File: config.mk
export PLATFORM = sky130hd
export DESIGN_NAME = blk_cal_ctrl
export DESIGN_NICKNAME = d
export VERILOG_FILES = /design/src/rtl/blk_cal_ctrl.sv
export SDC_FILE = /design/constraint.sdc
export NUM_CORES = 1
export LEC_CHECK = 0
export BUFFER_PORTS_ARGS = -buffer_cell sky130_fd_sc_hd__buf_2
export CAP_MARGIN = 30
export CORE_MARGIN = 2
export CORE_UTILIZATION = 55
export CTS_BUF_LIST = sky130_fd_sc_hd__clkbuf_8
export CTS_CLUSTER_SIZE = 16
export DETAILED_ROUTE_END_ITERATION = 10
export PLACE_DENSITY = 0.85
export SLEW_MARGIN = 20
export SYNTH_ARGS = -nofsm -noshare
export SYNTH_HDL_FRONTEND = slang
export SYNTH_SLANG_ARGS = --single-unit
File: constraint.sdc
create_clock -name clk -period 8.51 [get_ports clk]
set_input_delay 0.4255 -clock clk [delete_from_list [all_inputs] [get_ports clk]]
set_output_delay 0.4255 -clock clk [all_outputs]
set_load 0.02 [all_outputs]
File: src/rtl/blk_cal_ctrl.sv
module blk_cal_ctrl #(
  parameter int DW = 12,
  parameter int CW = 8,
  parameter int FW = 8,
  parameter int WW = 12,
  parameter int FAST_STEP = 4
) (
  input  logic          clk,
  input  logic          rst_n,
  input  logic [DW-1:0] pix_data,
  input  logic          pix_vld,
  input  logic          line_start,
  input  logic [9:0]    ctrl_word,
  input  logic [WW-1:0] wait_cnt,
  input  logic [DW-1:0] target,
  input  logic [CW-1:0] man_coarse,
  input  logic [FW-1:0] man_fine,
  output logic [CW-1:0] coarse_code,
  output logic [FW-1:0] fine_code
);
  localparam int CNT_W = 10;
  localparam int SUM_W = DW + 9;
  localparam logic [FW-1:0] FMID = FW'(1) << (FW - 1);
  localparam logic [FW-1:0] FMAX = '1;
  localparam logic [CW-1:0] CMID = CW'(1) << (CW - 1);
  localparam logic [CW-1:0] CMAX = '1;

  logic             active;
  logic [2:0]       code_q;
  logic [WW-1:0]    skip_q;
  logic [CNT_W-1:0] cnt_q;
  logic [SUM_W-1:0] sum_q;
  logic [FW-1:0]    fine_q, fine_nxt;
  logic [CW-1:0]    coarse_q, coarse_nxt;

  wire              hold     = ctrl_word[1];
  wire              manual   = ctrl_word[0];
  wire [FW-1:0]     step     = ctrl_word[2] ? FW'(FAST_STEP) : FW'(1);
  wire              in_line  = active && pix_vld && !line_start;
  wire              skipping = skip_q < wait_cnt;
  wire              last     = cnt_q == ((CNT_W'(4) << code_q) - CNT_W'(1));
  wire              take     = in_line && !skipping;
  wire [SUM_W-1:0]  new_sum  = sum_q + SUM_W'(pix_data);
  wire [DW-1:0]     avg      = DW'(new_sum >> (5'(code_q) + 5'd2));
  wire              upd      = take && last && !hold;

  always_comb begin
    fine_nxt   = fine_q;
    coarse_nxt = coarse_q;
    if (avg < target) begin
      if (fine_q > FMAX - step) begin
        if (coarse_q != CMAX) begin
          fine_nxt   = FMID;
          coarse_nxt = coarse_q + CW'(1);
        end else fine_nxt = FMAX;
      end else fine_nxt = fine_q + step;
    end else if (avg > target) begin
      if (fine_q < step) begin
        if (coarse_q != '0) begin
          fine_nxt   = FMID;
          coarse_nxt = coarse_q - CW'(1);
        end else fine_nxt = '0;
      end else fine_nxt = fine_q - step;
    end
  end

  always_ff @(posedge clk or negedge rst_n) begin
    if (!rst_n) begin
      active   <= 1'b0;
      code_q   <= 3'b101;
      skip_q   <= '0;
      cnt_q    <= '0;
      sum_q    <= '0;
      fine_q   <= FMID;
      coarse_q <= CMID;
    end else begin
      if (line_start) begin
        active <= 1'b1;
        code_q <= ctrl_word[9:7];
        skip_q <= '0;
        cnt_q  <= '0;
        sum_q  <= '0;
      end else if (in_line) begin
        if (skipping) skip_q <= skip_q + WW'(1);
        else if (last) active <= 1'b0;
        else begin
          cnt_q <= cnt_q + CNT_W'(1);
          sum_q <= new_sum;
        end
      end
      if (upd) begin
        fine_q   <= fine_nxt;
        coarse_q <= coarse_nxt;
      end
    end
  end

  assign coarse_code = manual ? man_coarse : coarse_q;
  assign fine_code   = manual ? man_fine   : fine_q;

  assert_hold_freeze_R3: assert property (@(posedge clk) disable iff (!rst_n)
    hold |=> ($stable(fine_q) && $stable(coarse_q)));

  assert_no_update_idle_R8: assert property (@(posedge clk) disable iff (!rst_n)
    !pix_vld |=> ($stable(fine_q) && $stable(coarse_q)));

  assert_coarse_recentre_R6: assert property (@(posedge clk) disable iff (!rst_n)
    !$stable(coarse_q) |-> fine_q == FMID);

  assert_coarse_single_step_R6: assert property (@(posedge clk) disable iff (!rst_n)
    1'b1 |=> (coarse_q == $past(coarse_q) || coarse_q == $past(coarse_q) + CW'(1)
              || coarse_q == $past(coarse_q) - CW'(1)));
endmodule

# Word-level counts from Yosys, hierarchy flattened
# Cells that the tools add are included.
# word_totals
inputBits	66
reg_bits	63
output_inout_bits	16
word_cells	80
# op_classes
n_eq_ne	6
addsub	10
n_lt_le_gt_ge	5
shift	2
n_mux	30
n_reduce_logical	20
# ops
op	n
2-to-1 mux 8 bit	13
2-to-1 mux 21 bit	4
2-to-1 mux 10 bit	4
2-to-1 mux 12 bit	3
less-than comparator 12 bit	2
adder 21 x 12 -> 21 bit	1
right shift 21 x 4 -> 12 bit	1
adder 12 x 1 -> 12 bit (second input constant)	1
> comparator 12 bit	1
nonzero test 2 bit	6
adder 10 x 1 -> 10 bit (second input constant)	1
== test 10 bit	1
<< shifter 3 x 3 -> 10 bit (first input constant)	1
subtractor 10 x 1 -> 10 bit (second input constant)	1
adder 8 x 1 -> 8 bit (second input constant)	1
adder 8 x 3 -> 8 bit	1
> comparator 8 bit	1
less-than comparator 8 x 3 -> 1 bit	1
!= test 8 bit (second input constant)	1
nonzero test 8 bit	1
subtractor 8 x 1 -> 8 bit (second input constant)	1
subtractor 8 x 3 -> 8 bit	1
2-to-1 mux 7 bit	1
AND reduction 3 bit	2
other kinds (10)	22

# Depth between registers and ports, before layout
# depth
depth_word	7
ltp_mapped	24

# Worst setup path after synthesis
# Ideal clock, no wire load.
# synth_path
kind	input -> register
from	input pix_data[0]
to	register coarse_q[6]
t_arrival_ns	5.243
cell_stages	23
path_buffers	0
slack_ns	3.139
setup_time_ns	0.128
cell_sequence	ha_1 -> inv_1 -> fa_1 -> nand2b_1 -> a21oi_2 -> o21ai_1 -> a21oi_2 -> xnor2_1 -> mux4_2 -> mux2_2 -> ha_1 -> a21o_1 -> a21oi_1 -> o21ai_1 -> a211oi_1 -> inv_2 -> fa_1 -> a21o_1 -> a21o_1 -> a21o_1 -> a21oi_1 -> xnor2_1 -> mux2_1
# synth_via
elab_chain_cells	5
# synth_lines
element	line	source
start: declaration	10	input logic [DW-1:0] pix_data,
adder 21 x 12 -> 21 bit (*)	43	wire [SUM_W-1:0] new_sum = sum_q + SUM_W'(pix_data);
right shift 21 x 4 -> 12 bit (*)	44	wire [DW-1:0] avg = DW'(new_sum >> (5'(code_q) + 5'd2));
less-than comparator 12 bit or > comparator 12 bit (tied branches)	50, 57	
!= test 2 x 1 -> 1 bit (no source line) or nonzero test 2 bit (tied branches)	--	
AND reduction 6 bit (no source line)	--	
end signal: assignment	93	coarse_q <= coarse_nxt;
end: declaration	34	logic [CW-1:0] coarse_q, coarse_nxt;
# Every way passes the cells marked *; elsewhere a longest branch is shown, timed or not.
# A chain may end at the register's enable or synchronous reset.

# Worst setup path in the final report
# layout_path
from	register sum_q[0]
to	register coarse_q[7]
# layout_via
elab_chain_cells	5
# layout_lines
element	line	source
start: declaration	32	logic [SUM_W-1:0] sum_q;
start signal: assignment	88	sum_q <= new_sum;
adder 21 x 12 -> 21 bit (*)	43	
right shift 21 x 4 -> 12 bit (*)	44	
less-than comparator 12 bit or > comparator 12 bit (tied branches)	50, 57	
!= test 2 x 1 -> 1 bit (no source line) or nonzero test 2 bit (tied branches)	--	
AND reduction 6 bit (no source line)	--	
# Marked as above.

==> metrics.md <==
| Metric | Value |
|---|---|
| DR WL/cell | `17.0 microns` |
| Synth-to-layout area growth | `10.0%` |
| IO Pins | `82` |
| First-pass GRT wire length | `27.0 mm` |
| Fillers | `948` |
| CP required | `8.80 ns` |
| WP depth | `25` |
| Pre-CTS setup slack | `2.23 ns` |
| Worst reg2reg path depth | `25` |
| Slew Limit Fails | `0` |
| Yosys top cell by area | `dfrtp_1` |
| Worst-skew pair later-pin latency | `0.36 ns` |
| #FFs+latches synth | `63` |
| Max-slew headroom at the worst pin | `41.5%` |
| Unrepaired setup endpoints after global routing | `no` |
| Final Net Count | `909` |
| Post-route cell area | `6870 sq um` |
| Largest family of logic cells by synthesized area | `simple AND/OR/NAND/NOR gates` |
| Max incr delay on CP | `0.48 ns` |
| CTS Sinks | `63` |
| Die Y-Extent | `111 microns` |
| Area of the multi-input gates | `4330 sq um` |
| Post-synthesis cell area | `6240 sq um` |
| Antenna cell count | `0` |
| Most area-consuming cells after synthesis | `dfrtp_1, ha_1, xnor2_1, nor2_1, a21oi_1` |
| Hold Fails Final Rpt | `0` |
| GPL Wtd Cong | `0.981` |
| Multiplexer share of the synthesized area | `9.97%` |
| Residual DRC | `0` |
| Detail Route Antenna Nets | `0` |
| Clock slew at reported path FFs | `0.08 ns` |
| Sequential area share after synthesis | `25.3%` |
| Crit path kind | `reg -> reg` |
| CORE AREA | `10900 sq um` |
| Post-Synth Simple-Gate Area | `21.8%` |
| Final Non-Filler Cells | `935` |
| CTS Root Cell | `clkbuf_8` |
| Share of the synthesized area in the top cell type | `23.7%` |
| DR iter-0 viols | `577` |
| Final Worst Setup Slack | `2.29 ns` |
| Width of the die | `111 microns` |
| Placed Area | `6670 sq um` |
| Worst hold path class | `in -> async` |
| Inserted Clock Buffers | `9` |
| Port bufs | `77` |
| Max cap viols | `0` |
| Fin util | `62.8%` |
| Peak VDD IR | `0.0618 mV` |
| Synthesis Warnings | `0` |
| Fin Setup TNS | `0 ns` |
| Fraction of the mapped netlist area in adder cells | `10.9%` |
| Period utilization | `73.1%` |
| Worst path buffer plus inverter count | `3` |
| Layout Skew | `0.0113 ns` |
| Arr. time, crit path | `6.51 ns` |
| PostCTS Resize Cnt | `0` |
| Vias per inst | `6.37` |
| Storage element area | `1580 sq um` |
| Largest net degree at the start of global routing | `64` |
| Antenna violations before repair | `0` |
| Worst-path fanout max | `16` |
| Die footprint | `12200 sq um` |
| Total power | `0.724 mW` |
| Worst hold slack | `0.238 ns` |
| Mapped Nets | `852` |
| Synth Area in Compound Gates | `20.7%` |
| Setup bufs post-CTS | `0` |
| Outcome | `complete, no violations` |
| GRT Overall Usage | `26.2%` |
| Top delay family on crit path | `compound AO/OA/AOI/OAI gates` |
| Clock H-tree levels | `3` |
| CTS Buffer Depth | `2` |
| Final Setup Violations | `0` |
| Predominant post-synthesis flop cell | `dfrtp_1` |
| Slew at the pin with the worst max-slew slack | `0.873 ns` |
| CP Launch Type | `flop` |
| Detailed Route WL | `15.9 mm` |
| CP max-delay cell | `mux4_2` |
| FMAX | `161 MHz` |
| Initial core utilization | `57.1%` |
| P_leak | `3.22 nW` |
| Gr ovfl total | `0` |
| Drt first pass iters | `5` |
| CTS tree | `built` |
| Async S/R FF share, synth | `100%` |
| CP Capture Type | `flop` |
| Xor/xnor share of the synthesized area | `6.04%` |
| Dpl hpwl | `11.7 mm` |
| Vias in the first global route | `5701` |
| P per Cell Area | `105 nW/um^2` |
| DR vias | `5956` |
| Post-synth EDFFs | `0` |
| Core Rows | `38` |
| Cells after Synth | `733` |
| Share of layout cells above drive strength 1 | `18.5%` |
| Placed Cells | `917` |
| Final Critical Period | `6.22 ns` |
| Count of cell types in the netlist | `82` |
| Syn_area_per_cell | `8.51 sq um` |
| Hold-fix buffers, CTS | `0` |
[logic make-up (layout without fill, tap and decap cells)]
kind of cell    count (synthesis)  after routing
xor+xnor                       43             43
simple gates                  261            261
fa+ha+maj                      53             53
mux                            49             49
buf+inv                        81            143
flops                          63             63
compound gates                183            183
[registers in the layout, indices dropped and copies added (netlist names)]
| register | cells |
|---|---|
| active | 1 |
| fine_q | 8 |
| cnt_q | 10 |
| skip_q | 12 |
| coarse_q | 8 |
| code_q | 3 |
| sum_q | 21 |
[layer usage]
metal  GRT usage (%)  vias up  wire length (microns)
li1                -     2823                      -
met1            35.7     2833                   6940
met2            41.7      246                   7350
met3            4.56       54                   1150
met4            10.0        0                    488
met5               0        -                      0
[final timing paths]
| path | from | slack, ns | endpoint |
|---|---|---|---|
| setup / recovery | sum_q[0] | 2.29 | coarse_q[7] |
| hold / removal | rst_n | 0.24 | sum_q[5] |
| setup reg to reg | sum_q[0] | 2.29 | coarse_q[7] |
| hold reg to reg | active | 0.49 | active |
| max in group asynchronous | rst_n | 7.73 | fine_q[1] |
| min in group clk | ctrl_word[9] | 0.28 | code_q[2] |
[synth_stat cells (8+ instances only)]
cell type,count
nand4_1,17
nor2_1,63
xor2_1,11
inv_1,40
nand2b_1,13
nand3_1,13
nor3_1,24
xnor2_1,32
or3_1,11
mux2_2,16
mux2_1,9
nor4_1,9
nor2b_1,10
a31oi_1,8
clkbuf_1,23
buf_2,10
a21oi_1,44
o21ai_0,26
a211oi_1,12
mux2i_1,16
dfrtp_1,59
ha_1,51
mux4_2,8
nand2_1,49
a21o_1,15
and3_1,14
[cells in the final DEF (no fill, tap or decap), types with 5 or more instances in the layout]
master and instances:
dfrtp_1 59, ha_1 51, buf_2 77, nor3b_1 7, nand3_1 13, nor2_1 63
a211o_1 6, mux2_1 9, a21oi_1 44, xor2_1 11, xnor2_1 32, mux4_2 8
a31oi_1 8, nor3_1 24, buf_4 6, nor2b_1 10, mux2_2 16, mux2i_1 16
a221oi_1 5, nand2_1 49, o21ai_1 6, clkbuf_8 9, a21o_1 15, nor4_1 9
and2_1 6, o31ai_1 6, nand4_1 17, inv_1 42, o21ai_0 26, nand2b_1 13
o211ai_1 7, and3_1 14, or3_1 11, a211oi_1 12
[report_power, final]
part	internal, mW	total [mW]	switching, mW
combinational	0.0765	0.181	0.105
sequential	0.302	0.310	0.00717
clock	0.103	0.233	0.130
[area by class of cell]
type                            count  area share (%)
Multi-Input combinational cell    589            63.1
Sequential cell                    63            23.0
Timing Repair Buffer               84            6.56
Tap cell                          140            2.55
Inverter                           43            2.35
Clock buffer                        9            1.80
Clock inverter                      7           0.638
Power figures use the tool's default switching activity.
